## config.mk

```make
export PLATFORM = sky130hd
export DESIGN_NAME = ecc_err_capture
export DESIGN_NICKNAME = d
export VERILOG_FILES = /design/src/rtl/ecc_err_pkg.sv /design/src/rtl/ecc_err_sev_enc.sv /design/src/rtl/ecc_err_capture_ctl.sv /design/src/rtl/ecc_err_type_reg.sv /design/src/rtl/ecc_err_addr_reg.sv /design/src/rtl/ecc_err_capture.sv
export SDC_FILE = /design/constraint.sdc
export NUM_CORES = 1
export LEC_CHECK = 0
export ABC_AREA = 1
export BUFFER_PORTS_ARGS = -buffer_cell sky130_fd_sc_hd__buf_2
export CORE_MARGIN = 10
export CORE_UTILIZATION = 49
export CTS_BUF_LIST = sky130_fd_sc_hd__clkbuf_16
export DETAILED_ROUTE_END_ITERATION = 10
export PLACE_DENSITY = 0.94
export REMOVE_ABC_BUFFERS = 1
export SKIP_CTS_REPAIR_TIMING = 1
export SLEW_MARGIN = 20
export SYNTH_ARGS = -nofsm -noshare
export SYNTH_HDL_FRONTEND = slang
export SYNTH_SLANG_ARGS = --single-unit
```

## constraint.sdc

```tcl
create_clock -name clk -period 2.75 [get_ports clk]
set_clock_uncertainty 0.2 [all_clocks]
set_input_delay 0.275 -clock clk [delete_from_list [all_inputs] [get_ports clk]]
set_output_delay 0.275 -clock clk [all_outputs]
set_load 0.02 [all_outputs]
```

## src/rtl/ecc_err_pkg.sv

```systemverilog
package ecc_err_pkg;

  typedef enum logic [1:0] {
    ERR_NONE   = 2'd0,
    ERR_SINGLE = 2'd1,
    ERR_DUAL   = 2'd2
  } err_kind_e;

  function automatic err_kind_e kind_max(input err_kind_e a, input err_kind_e b);
    return (a > b) ? a : b;
  endfunction

endpackage

```

## src/rtl/ecc_err_sev_enc.sv

```systemverilog
module ecc_err_sev_enc
  import ecc_err_pkg::*;
(
  input  logic      sgl_i,
  input  logic      dbl_i,
  output err_kind_e sev_o
);

  // Dual outranks single when both strobe together
  always_comb begin
    if (dbl_i)      sev_o = ERR_DUAL;
    else if (sgl_i) sev_o = ERR_SINGLE;
    else            sev_o = ERR_NONE;
  end

endmodule

```

## src/rtl/ecc_err_capture_ctl.sv

```systemverilog
module ecc_err_capture_ctl
  import ecc_err_pkg::*;
(
  input  logic      clk,
  input  logic      rst_n,
  input  logic      rd_clr_i,
  input  err_kind_e held_hi_i,
  input  err_kind_e held_lo_i,
  input  err_kind_e sev_hi_i,
  input  err_kind_e sev_lo_i,
  output err_kind_e base_hi_o,
  output err_kind_e base_lo_o,
  output logic      capture_o
);

  err_kind_e level_eff;
  err_kind_e event_sev;

  always_comb begin
    base_hi_o = rd_clr_i ? ERR_NONE : held_hi_i;
    base_lo_o = rd_clr_i ? ERR_NONE : held_lo_i;
    level_eff = kind_max(base_hi_o, base_lo_o);
    event_sev = kind_max(sev_hi_i, sev_lo_i);
    capture_o = (event_sev > level_eff);
  end

  // a held dual error without a read never permits a capture
  assert_dual_frozen_R6: assert property (@(posedge clk) disable iff (!rst_n)
    (!rd_clr_i && (held_hi_i == ERR_DUAL || held_lo_i == ERR_DUAL)) |-> !capture_o);

  // a lone single event over a held single is not captured
  assert_single_ignored_R4: assert property (@(posedge clk) disable iff (!rst_n)
    (!rd_clr_i && (held_hi_i == ERR_SINGLE || held_lo_i == ERR_SINGLE)
     && sev_hi_i != ERR_DUAL && sev_lo_i != ERR_DUAL) |-> !capture_o);

endmodule

```

## src/rtl/ecc_err_type_reg.sv

```systemverilog
module ecc_err_type_reg
  import ecc_err_pkg::*;
(
  input  logic      clk,
  input  logic      rst_n,
  input  logic      rd_clr_i,
  input  logic      capture_i,
  input  err_kind_e base_i,
  input  err_kind_e sev_i,
  output err_kind_e type_q
);

  err_kind_e type_d;
  logic      type_en;

  always_comb begin
    type_en = capture_i | rd_clr_i;
    type_d  = capture_i ? kind_max(base_i, sev_i) : base_i;
  end

  always_ff @(posedge clk or negedge rst_n) begin
    if (!rst_n)       type_q <= ERR_NONE;
    else if (type_en) type_q <= type_d;
  end

  // reserved code never held
  assert_no_reserved_R2: assert property (@(posedge clk) disable iff (!rst_n)
    type_q != 2'd3);

  // without a read a type never falls
  assert_no_downgrade_R5: assert property (@(posedge clk) disable iff (!rst_n)
    !rd_clr_i |=> (type_q >= $past(type_q)));

  // read with nothing captured clears the field
  assert_read_clears_R7: assert property (@(posedge clk) disable iff (!rst_n)
    (rd_clr_i && !capture_i) |=> (type_q == ERR_NONE));

endmodule

```

## src/rtl/ecc_err_addr_reg.sv

```systemverilog
module ecc_err_addr_reg #(
  parameter int ADDR_W   = 24,
  parameter int BEAT_LSB = 4,
  parameter int HALF_LSB = 3
) (
  input  logic              clk,
  input  logic              rst_n,
  input  logic              capture_i,
  input  logic              err_hi_i,
  input  logic              err_lo_i,
  input  logic [ADDR_W-1:0] rd_addr_i,
  output logic [ADDR_W-1:0] addr_q
);

  localparam logic [ADDR_W-1:0] HALF_OFS = ADDR_W'(1) << HALF_LSB;

  logic [ADDR_W-1:0] beat_base;
  logic [ADDR_W-1:0] addr_d;

  always_comb begin
    beat_base = {rd_addr_i[ADDR_W-1:BEAT_LSB], {BEAT_LSB{1'b0}}};
    if (err_hi_i && !err_lo_i) addr_d = beat_base | HALF_OFS;
    else                       addr_d = beat_base;
  end

  always_ff @(posedge clk or negedge rst_n) begin
    if (!rst_n)         addr_q <= '0;
    else if (capture_i) addr_q <= addr_d;
  end

  // address holds unless a capture happens
  assert_addr_hold_R7: assert property (@(posedge clk) disable iff (!rst_n)
    !capture_i |=> $stable(addr_q));

  // two-word capture stores a beat-aligned address
  assert_two_word_align_R10: assert property (@(posedge clk) disable iff (!rst_n)
    (capture_i && err_hi_i && err_lo_i) |=> (addr_q[BEAT_LSB-1:0] == '0));

endmodule

```

## src/rtl/ecc_err_capture.sv

```systemverilog
module ecc_err_capture
  import ecc_err_pkg::*;
#(
  parameter int ADDR_W   = 24,
  parameter int BEAT_LSB = 4,
  parameter int HALF_LSB = 3
) (
  input  logic              clk,
  input  logic              rst_n,
  input  logic              hi_sgl_err_i,
  input  logic              hi_dbl_err_i,
  input  logic              lo_sgl_err_i,
  input  logic              lo_dbl_err_i,
  input  logic [ADDR_W-1:0] rd_addr_i,
  input  logic              stat_rd_i,
  output logic [31:0]       status_o
);

  localparam int STAT_W      = 32;
  localparam int TYPE_W      = 2;
  localparam int TYPE_HI_LSB = STAT_W - TYPE_W;
  localparam int TYPE_LO_LSB = TYPE_HI_LSB - TYPE_W;
  localparam int RSV_W       = TYPE_LO_LSB - ADDR_W;
  localparam int N_HALF      = 2;  // index 1 = high word, 0 = low word

  // reset: asserted asynchronously, released on a clock edge
  logic [1:0] rst_sync_q;
  logic       rst_n_s;

  always_ff @(posedge clk or negedge rst_n) begin
    if (!rst_n) rst_sync_q <= 2'b00;
    else        rst_sync_q <= {rst_sync_q[0], 1'b1};
  end
  assign rst_n_s = rst_sync_q[1];

  logic      sgl_v [N_HALF];
  logic      dbl_v [N_HALF];
  err_kind_e sev_v  [N_HALF];
  err_kind_e base_v [N_HALF];
  err_kind_e held_v [N_HALF];
  logic      capture;

  always_comb begin
    sgl_v[1] = hi_sgl_err_i;
    dbl_v[1] = hi_dbl_err_i;
    sgl_v[0] = lo_sgl_err_i;
    dbl_v[0] = lo_dbl_err_i;
  end

  for (genvar h = 0; h < N_HALF; h++) begin : g_half
    ecc_err_sev_enc u_sev (
      .sgl_i (sgl_v[h]),
      .dbl_i (dbl_v[h]),
      .sev_o (sev_v[h])
    );

    ecc_err_type_reg u_type (
      .clk       (clk),
      .rst_n     (rst_n_s),
      .rd_clr_i  (stat_rd_i),
      .capture_i (capture),
      .base_i    (base_v[h]),
      .sev_i     (sev_v[h]),
      .type_q    (held_v[h])
    );
  end

  ecc_err_capture_ctl u_ctl (
    .clk       (clk),
    .rst_n     (rst_n_s),
    .rd_clr_i  (stat_rd_i),
    .held_hi_i (held_v[1]),
    .held_lo_i (held_v[0]),
    .sev_hi_i  (sev_v[1]),
    .sev_lo_i  (sev_v[0]),
    .base_hi_o (base_v[1]),
    .base_lo_o (base_v[0]),
    .capture_o (capture)
  );

  logic [ADDR_W-1:0] addr_q;

  ecc_err_addr_reg #(
    .ADDR_W   (ADDR_W),
    .BEAT_LSB (BEAT_LSB),
    .HALF_LSB (HALF_LSB)
  ) u_addr (
    .clk       (clk),
    .rst_n     (rst_n_s),
    .capture_i (capture),
    .err_hi_i  (sev_v[1] != ERR_NONE),
    .err_lo_i  (sev_v[0] != ERR_NONE),
    .rd_addr_i (rd_addr_i),
    .addr_q    (addr_q)
  );

  always_comb begin
    status_o = '0;
    status_o[ADDR_W-1:0]               = addr_q;
    status_o[TYPE_LO_LSB +: TYPE_W]    = held_v[0];
    status_o[TYPE_HI_LSB +: TYPE_W]    = held_v[1];
  end

  // reserved bits read zero
  always_comb begin
    assert_rsv_zero_R1: assert (status_o[TYPE_LO_LSB-1 -: RSV_W] == '0);
  end

  // with nothing held and no read, an error is recorded
  assert_first_capture_R3: assert property (@(posedge clk) disable iff (!rst_n_s)
    (!stat_rd_i && held_v[1] == ERR_NONE && held_v[0] == ERR_NONE &&
     (hi_sgl_err_i || hi_dbl_err_i || lo_sgl_err_i || lo_dbl_err_i))
    |=> (held_v[1] != ERR_NONE || held_v[0] != ERR_NONE));

  // a held dual error freezes the status word
  assert_frozen_word_R6: assert property (@(posedge clk) disable iff (!rst_n_s)
    (!stat_rd_i && (held_v[1] == ERR_DUAL || held_v[0] == ERR_DUAL))
    |=> $stable(status_o));

  // a dual error on a word, when captured, sets that word to dual
  assert_dual_wins_R9: assert property (@(posedge clk) disable iff (!rst_n_s)
    (capture && hi_dbl_err_i) |=> (held_v[1] == ERR_DUAL));

endmodule

```

# Word-level counts from Yosys, hierarchy flattened

Cells that the tools add are included.

$lt $le $gt $ge: 5
Multiplexer cells: 13
Bitwise operators: 1
Reductions and logical operators: 4

Operators with widths:

| cell                          | number |
|---|---|
| 2-bit two-way mux             | 10 |
| 2-bit greater-than comparator | 5 |
| 4-bit two-way mux             | 1 |
| 2-bit nonzero test            | 2 |
| 1-bit two-way mux             | 2 |
| 1-bit logical AND             | 1 |
| 1-bit zero test               | 1 |
| 1-bit bitwise OR              | 1 |

Register bits: 30
Input port bits: 31
Output and inout bits: 32
Logic and storage cells: 27

# Logic depth before layout (Yosys ltp)

Gate-level depths: netlist (run 1).

Word-level depth: 6
Depth in mapped cells: 15
Gate-level depth less buffers: 15

# Hierarchy

A second synthesis (run 1) with hierarchy kept.

Cells, all modules: 205
Area, all modules: 1577.8 µm²

By module, submodules not included:

| module              | instances | cells each | area each (µm²) | seq. area each (µm²) |
|---|---|---|---|---|
| ecc_err_addr_reg    | 1         | 94         | 834.6           | 525.5 |
| ecc_err_type_reg    | 2         | 24         | 175.2           | 50.0 |
| ecc_err_capture_ctl | 1         | 43         | 247.7           | 0.0 |
| ecc_err_capture     | 1         | 14         | 110.1           | 50.0 |
| ecc_err_sev_enc     | 2         | 3          | 17.5            | 0.0 |

# Worst setup path before layout (run 1)

No wires, ideal clock.

Kind: flip-flop to flip-flop
Start point: reg g_half[0].u_type.type_q[1]
End point: reg u_addr.addr_q[10]
Library setup time: 0.117 ns
Arrival time: 2.037 ns
Data required time: 2.433 ns
Path slack: 0.396 ns
Stages on the path, launching flop included: 16
Buffers on the path: 1
Clock period less this slack: 2.354 ns
Path through: dfrtp_1 inv_1 nor2_1 inv_1 ha_1 o21ai_0 nand2_1 o21ai_0 ha_1 nand2_1 inv_2 a21oi_4 inv_2 buf_6 nand2_1 nand2_1

Word-level cells in the longest chain between the ends: 4

RTL lines:

| what                            | RTL line                  | source |
|---|---|---|
| start, declared                 | ecc_err_type_reg.sv:10    | `output err_kind_e type_q` |
| start signal, assigned          | ecc_err_type_reg.sv:23    | `else if (type_en) type_q <= type_d;` |
| 2-bit two-way mux *             | ecc_err_capture_ctl.sv:21 | `base_lo_o = rd_clr_i ? ERR_NONE : held_lo_i;` |
| 2-bit greater-than comparator   | ecc_err_pkg.sv:10         | `return (a > b) ? a : b;` |
| 2-bit two-way mux *             | ecc_err_pkg.sv:10         |  |
| 2-bit greater-than comparator * | ecc_err_capture_ctl.sv:24 | `capture_o = (event_sev > level_eff);` |
| end signal, assigned            | ecc_err_addr_reg.sv:28    | `else if (capture_i) addr_q <= addr_d;` |
| end, declared                   | ecc_err_addr_reg.sv:12    | `output logic [ADDR_W-1:0] addr_q` |

Every way passes the cells marked *; elsewhere a longest branch is shown, timed or not.
A chain may end at the register's enable or synchronous reset.

# Final worst setup path (run 1)

Start point: reg g_half[0].u_type.type_q[1]
End point: reg u_addr.addr_q[11]

The elaborated chain is that of the path after synthesis.

==> impl.org, run 1 <==
** Clock tree
- In this run, CTS created clock tree buffers numbering 3.
- The clock drives 27 sinks.
- CTS placed an instance of clkbuf_16 at the clock tree root.
- CTS H-tree lvls :: 1
- CTS tree :: built
- In this run the deepest clock path goes through 2 buffers.
- For the worst-skew pair, the clock arrives at the later sink with an insertion delay of between 200 and 300 ps.
- Clock-pin slew was measured on the worst setup and hold paths at around 60 ps.

** Run
- The tool flagged a number of max-cap violations equal to 0.

** Logic synthesis
- Register bit count reported by yosys :: 27
- The synthesized netlist occupies a cell area of between 1000 and 1500 um2.
- The cell count after synthesis came out at between 150 and 200.
- Yosys attributes the largest share of cell area to dfrtp_1 (49%), nand2_1 (23%), ha_1 (9.1%).
- The share of synthesized area in the top cell type comes to 0.493.
- Cell type with the largest total area after synthesis :: dfrtp_1
- Post-synthesis sequential area ratio :: 0.493
- In this run the mean area of a mapped cell was between 8 and 9 um2.
- Synth cell types :: 14
- YS warnings :: 0

** Min path
- In this run the worst hold path is classified as primary input to flop.
- The worst hold path passes through 3 cells.
- Hold Path Origin :: rd_addr_i[23]

** Detailed routing
- Routed vias :: roughly 1.1k
- The routed design has 3.04 mm of wire.
- The first routing iteration left 78 violations.
- The count of nets left with antenna violations once routing finished came out at 0.
- In the routed design, unresolved DRC markers number 0.
- For this run, the detailed router's first-pass iteration total came to 4.
- Via density :: around 4.6
- After detailed routing, the average wire length per cell comes to approximately 12 um.

** Die
- Number of top-level design ports :: 63
- Core Region :: 2710 um2
- The die covers 5310 um2.
- Site Rows :: 19
- The die is around 73 um wide.
- Die boundary height :: ~73 um
- Starting Density :: 0.506

** Setup path
- In this design, the largest share of critical-path delay is due to adder cells.
- The critical path goes through inv_1, nor2_2, inv_1, ha_1, o21ai_0, nand2_1, o21ai_0, ha_1, nand2_1, inv_2, a21oi_4, buf_4, nand2_1, nand2_1.
- Cell type of the slowest stage on the worst timing path :: dfrtp_1
- Data required, critical path :: 2750 ps
- Crit Path Class :: flop to flop
- Depth of the worst register-to-register path :: 14
- The most critical setup path has its startpoint at g_half[0].u_type.type_q[1]$_DFFE_PN0P_.
- The cell that appears most often on the critical path is nand2_1.
- Peak per-stage delay on the critical path :: 400 ps
- The critical path crosses 14 cells after its start point.
- Nature of the critical path startpoint :: flop
- Crit Path Max Fanout :: 12
- The critical path contains buffers and inverters numbering 4 combined.
- Worst reg2reg startpoint :: g_half[0].u_type.type_q[1]$_DFFE_PN0P_
- Type of destination of the critical path :: flop
- Critical path arrival :: 2430 ps

** Layout
- In the final layout, the share of cells above drive strength 1 is 0.271.
- The repair_antennas step left the layout with diodes totalling 0.
- The final layout contains ~260 nets.
- Measured on the finished design, the core utilization comes to 0.629.
- From synthesis to final layout, the design area changed by 24.5%.

** STA
- Highest clock rate :: roughly 410 MHz
- Final setup vio count :: 0
- Post-route setup TNS :: 0 ps
- Setup repair after global routing left no endpoint under its margin.
- Actual transition at the worst max-transition pin :: about 940 ps
- Of the available clock period, the critical path in the final layout requires 0.884.
- Relative slew slack :: 0.375
- The count of endpoints failing hold in the final timing report was 0.
- Final Worst Setup Slack :: roughly 320 ps
- The number of pins with negative max-slew slack in the final report came to 0.
- Final min period :: approximately 2400 ps

** GRT
- GRT Residual Overflow :: 0
- Number of global-route vias before repair :: 1186
- Initial antenna violation count :: 0
- In the global route stage, overall resource usage came out at 0.117.
- Maximum number of pins on one net before global-route repair :: 26
- Wire length of the first global-routing pass :: about 5.1 mm

** Placement
- The count of buffers added on input and output ports is 51.
- Worst slack, placed :: 206 ps
- The congestion estimate from routability-driven global placement came to around 0.83.
- Post-DP HPWL :: around 2.5 mm

** Power and ir drop
- In this run the static leakage power is 1.06 nW.
- Dividing total power by cell area gives a power density of 1180 nW/um2.
- VDD sags by at most between 0.8 and 0.9 mV.

** Run status
- The flow ran to the end, and the final reports show no timing, DRC or antenna violations.
cell type report:
cell class	instances	area, um2
fillers	255	1000
clock inverters	1	3.75
inverters	19	73.8
multi-input cells	117	558
clock buffers	3	75.1
flip-flops and latches	27	676
well taps	31	38.8
repair buffers	54	280
power by group:
part	leakage (nW)	switching [mW]	internal [mW]
registers	0.330	0.0966	0.583
logic	0.683	0.693	0.326
clock network	0.0423	0.118	0.194
metal layers:
metal	GRT usage	vias to the layer above	wire, um
met5	0	-	0
met4	0.00633	0	0
met3	0.0612	0	265
met2	0.202	32	1520
met1	0.129	524	1250
li1	-	593	-
layout by cell type, fill, tap and decap left out:
cell           instances
clkbuf_16              3
inv_1                 18
nand2_1               84
nand3_1                2
a22oi_1                1
nor2_1                 4
o21ai_0                5
conb_1                 8
dlygate4sd3_1          1
a21oi_4                1
inv_2                  1
buf_2                 51
inv_4                  1
buf_4                  2
ha_1                  10
nor2_2                 1
dfrtp_1               27
o211ai_1               1
logic make-up after synthesis:
logic type,synth area share
buffers and inverters,0.118
other,0.00548
AOI/OAI and AO/OA,0.0411
adders and majority gates,0.0913
DFF,0.493
and+or+nand+nor,0.251
state kept, by name (all words and copies together), names as in the netlist:
register              flops
rst_sync_q                2
g_half.u_type.type_q      4
u_addr.addr_q            21
Yosys cell counts:
library cell	count
dfrtp_1	27
buf_6	2
nor2_1	5
a21oi_4	1
o21ai_0	5
nand2_1	84
o211ai_1	1
ha_1	10
conb_1	2
a22oi_1	1
buf_4	9
inv_1	17
nand3_1	2
inv_2	2
per-stage QoR:
stage          cell area (um2)  std cells  power, mW  hold WS [ps]
6_report                  1710        252       2.01          18.0
5_1_grt                   1710        252       2.19          22.7
4_1_cts                   1690        251       2.04          -414
3_5_place_dp              1610        247       1.72          -139
3_3_place_gp              1610        247       1.67          -140
2_1_floorplan             1300        163       1.34          -221
worst reg2reg max path, delay by kind of cell, from the launching register on:
family	cells	cell delay (ps)
adders and majority gates	2	560
and+or+nand+nor	5	420
buffers and inverters	4	430
DFF	1	400
AOI/OAI and AO/OA	3	360
path summary, 6_finish.rpt:
path	slack, ps	end
min in group asynchronous	140	rst_sync_q[1]$_DFF_PN0_
worst min-delay path	20	u_addr.addr_q[23]$_DFFE_PN0N_
worst min register to register	150	rst_sync_q[1]$_DFF_PN0_
worst max-delay path	320	u_addr.addr_q[11]$_DFFE_PN0N_
worst max register to register	320	u_addr.addr_q[11]$_DFFE_PN0N_
max in group asynchronous	1580	u_addr.addr_q[7]$_DFFE_PN0N_
Power figures use the tool's default switching activity.
==> inputs of run 2 (changes only) <==
ABC_AREA = not set   (was 1)
PLACE_DENSITY = 0.95   (was 0.94)
==> impl.org, run 2 <==
** Power and ir drop
- Static Leak :: 0.882 nW (-16%)
- Switching Share :: 0.390 (-0.0617)
- The share of total power in sequential cells came to 0.341 (+0.003).
- Fraction of power consumed by combinational cells :: 0.500 (-0.007)
- The power spent charging and discharging nets was 0.772 mW (-15%).
- The share of total power in the clock network came to 0.159 (+0.004).
- The largest voltage drop on the vdd net was 0.727 mV (-13%).
- The power density over the cells is 1190 nW/um2 (+0.56%).
- Internal power summed over all cells :: 1.21 mW (+9.6%)

** Logic synthesis
- Post-Syn Instances :: 104 (-38%)
- Sorting the synthesized cells by area gives the leading types as dfrtp_1 (51%), mux2_2 (16%), ha_1 (9.4%).
- Cell type with the largest total area after synthesis :: dfrtp_1
- The synthesized area is 1330 um2 (-2.6%).
- Leading cell type by number of instances after synthesis :: dfrtp_1
- The yosys synthesis warning count is 0 (unchanged).
- EDFF count, synth :: 0 (unchanged)
- Post-synthesis sequential area ratio :: 0.507 (+0.0134)
- Ranked by instance count, the synthesized netlist is headed by dfrtp_1 (27), mux2_2 (19), ha_1 (10), buf_4 (7), inv_1 (7).
- Register bit count reported by yosys :: 27 (unchanged)
- Fraction of post-synthesis cell area in the top cell type by area :: 0.507 (+0.0134)
- The average cell area after synthesis came to 12.8 um2 (+57%).
- Post-synth ARST share :: 1.00 (unchanged)
- In the synthesized netlist the dominant register cell turns out to be dfrtp_1.
- Synth cell types :: 23 (+9)

** Setup path
- STA classifies the critical path endpoint as a flop.
- The depth of the most critical reg-to-reg path came to 9 (-5).
- Crit Path Class :: flop to flop
- Internal reg-to-reg setup slack :: 280 ps (-40 ps)
- Data required, critical path :: 2660 ps (-90 ps)
- Critical path, cell by cell :: nand2b_1, ha_1, nor2b_1, o22ai_1, ha_1, nand2_1, o21ai_4, buf_4, o41ai_1
- In this run the critical register-to-register path is launched from g_half[1].u_type.type_q[1]$_DFFE_PN0P_.
- The peak fanout along the critical path came to 19 (+7).
- STA classifies the critical path startpoint as a flop.
- Worst path most repeated cell :: ha_1
- Critical path arrival :: 2380 ps (-50 ps)
- Cell type of the slowest stage on the worst timing path :: o41ai_1
- Peak per-stage delay on the critical path :: 430 ps (+30 ps)
- The endpoint identified for the worst register-to-register timing path is u_addr.addr_q[3]$_DFFE_PN0N_.

** STA
- Relative slew slack :: 0.354 (-0.0214)
- Pins Over Slew Limit :: 0 (unchanged)
- Final-layout worst hold slack :: 31.8 ps (+13.8 ps)
- Actual transition at the worst max-transition pin :: 970 ps (+32.2 ps)
- Final min period :: 2470 ps (+36.7 ps)
- The setup TNS after final layout is 0 ps (unchanged).
- The final critical-path share of the clock period was 0.897 (+0.0133).
- Final setup vio count :: 0 (unchanged)
- RSZ-0062 raised after global routing :: false
- Highest clock rate :: 405 MHz (-1.5%)
- The count of endpoints failing hold in the final timing report is 0 (unchanged).

** Layout
- Post-layout utilization of the core :: 0.656 (+0.0271)
- The number of filler cells placed in the layout was 203 (-20%).
- In the final layout, the registers with the most flip-flops are u_addr.addr_q x21, g_half.u_type.type_q x4, rst_sync_q x2.
- Largest Register :: u_addr.addr_q
- P&R area growth vs syn :: 25.2%
- The library cell used most frequently in the layout, excluding fill and tap cells, is buf_2.
- Share of layout cells above drive strength 1 :: 0.497 (+0.225)
- The flip-flop count of the largest register, all copies and words added came to 21 (unchanged).
- Leaving out fill and tap cells, the most frequent cells in the layout are buf_2 (51), dfrtp_1 (27), mux2_2 (19).
- The total inserted antenna cells came to 0 (unchanged).
- The number of nets at the end of the flow is 201 (-24%).

** Clock tree
- TritonCTS built the clock tree.
- The worst-skew pair later-pin latency is 250 ps (about the same).
- The total clock buffers created by CTS came to 3 (unchanged).
- The tree is rooted in a clkbuf_16.
- Maximum clock path buffer count :: 2 (unchanged)
- Clock transition at the register clock pins on the worst setup and hold paths after CTS :: 60 ps (about the same)
- The number of sinks handled by clock tree synthesis was 27 (unchanged).
- CTS H-tree lvls :: 1 (unchanged)

** GRT
- The number of antenna violations at the first check in global routing was 0 (unchanged).
- Wire length of the first global-routing pass :: 4.98 mm (-2.3%)
- Maximum number of pins on one net before global-route repair :: 26 (unchanged)
- The total global-route track usage is 0.115 (-0.00184).
- The remaining global-route overflow is 0 (unchanged).
- Number of global-route vias before repair :: 1154 (-2.7%)

** Min path
- In this run the most critical hold path is launched from rd_addr_i[10].
- For hold timing, the worst endpoint is u_addr.addr_q[10]$_DFFE_PN0N_.
- Type of the most critical hold path :: primary input to flop
- The number of cells on the worst hold path is 2 (-1).

** Detailed routing
- Antenna violation net count after detailed routing :: 0 (unchanged)
- WL per Instance :: 15.6 um (+30%)
- Routed vias :: 952 (-17%)
- The total iterations of the first detailed-routing run is 4 (unchanged).
- Residual DRC :: 0 (unchanged)
- The DRC violation total after the first TritonRoute iteration is 51 (-35%).
- The total wire length is 2.95 mm (-2.9%).
- Via density :: 5.04 (+10%)

** Die
- Number of top-level design ports :: 63 (unchanged)
- The total die area was 5210 um2 (-1.9%).
- The standard cell core area came to 2540 um2 (-6.1%).
- Die boundary height :: 72.2 um (-0.97%)
- The number of rows created at floorplan was 18 (-1).
- Starting Density :: 0.524 (+0.0186)
- The die width came to 72.2 um (-0.97%).

** Run status
- The run finished with clean final reports.

** Placement
- The post-detailed-placement half-perimeter wirelength is 2.42 mm (-3.4%).
- IO buf count :: 51 (unchanged)
- The placer congestion estimate was 0.806 (-3.3%).

** Run
- The number of max-cap violations is 0 (unchanged).
==> run 2: worst max-delay path by stage <==
stage,startpoint,end,depth (start not counted)
4_1_cts,g_half[1].u_type.type_q[1]$_DFFE_PN0P_,u_addr.addr_q[3]$_DFFE_PN0N_,9
5_1_grt,g_half[1].u_type.type_q[1]$_DFFE_PN0P_,u_addr.addr_q[3]$_DFFE_PN0N_,9
3_3_place_gp,stat_rd_i,u_addr.addr_q[17]$_DFFE_PN0N_,10
2_1_floorplan,g_half[1].u_type.type_q[1]$_DFFE_PN0P_,u_addr.addr_q[11]$_DFFE_PN0N_,8
3_5_place_dp,stat_rd_i,u_addr.addr_q[3]$_DFFE_PN0N_,10
6_report,g_half[1].u_type.type_q[1]$_DFFE_PN0P_,u_addr.addr_q[3]$_DFFE_PN0N_,9
==> run 2: power by group through the flow <==
stage / clock (mW) / sequential, mW / combinational [mW]
global placement: 0 / 0.664 / 0.965
global route: 0.344 / 0.703 / 1.07
floorplan: 0 / 0.904 / 0.438
finish: 0.315 / 0.676 / 0.989
CTS: 0.325 / 0.679 / 1.01
detailed placement: 0 / 0.681 / 1.00
==> run 2: final cells by class <==
type / count / area, um2 / share of cell area
flip-flops and latches: 27 / 676 / 0.404
multi-input cells: 67 / 572 / 0.342
repair buffers: 54 / 280 / 0.168
clock buffers: 3 / 75.1 / 0.0449
well taps: 30 / 37.5 / 0.0225
inverters: 7 / 26.3 / 0.0157
clock inverters: 1 / 3.75 / 0.00225
==> run 2: per-stage QoR <==
stage,cell area (um2),power (mW),cells,worst slack (ps)
floorplan,1270,1.34,101,191
global placement,1580,1.63,184,262
detailed placement,1580,1.68,184,156
CTS,1660,2.01,188,280
global route,1670,2.12,189,174
finish,1670,1.98,189,282
==> run 2: routing by layer <==
| metal | routed length (um) | up-vias | global-route usage |
|---|---|---|---|
| met5 | 0 | - | 0 |
| met4 | 42 | 0 | 0.0409 |
| met3 | 384 | 4 | 0.0667 |
| met2 | 1340 | 45 | 0.193 |
| met1 | 1180 | 459 | 0.115 |
| li1 | - | 444 | - |
==> run 2: kinds of logic (layout without fill, tap and decap cells) <==
kind of cell               Yosys count  in the layout  share of synthesized area
DFF                                 27             27                      0.507
muxes                               22             22                      0.184
and+or+nand+nor                     18             18                     0.0750
buffers and inverters               16             65                     0.0816
adders and majority gates           10             10                     0.0938
AOI/OAI and AO/OA                    9              9                     0.0535
other                                2              8                    0.00563
==> run 2: critical path, delay by kind of cell (launching register included) <==
| kind | cells | cell delay [ps] |
|---|---|---|
| AO/OA/AOI/OAI | 3 | 640 |
| adder cells (fa/ha/maj) | 2 | 510 |
| buffers and inverters | 1 | 200 |
| flip-flops | 1 | 380 |
| AND/OR/NAND/NOR | 3 | 390 |
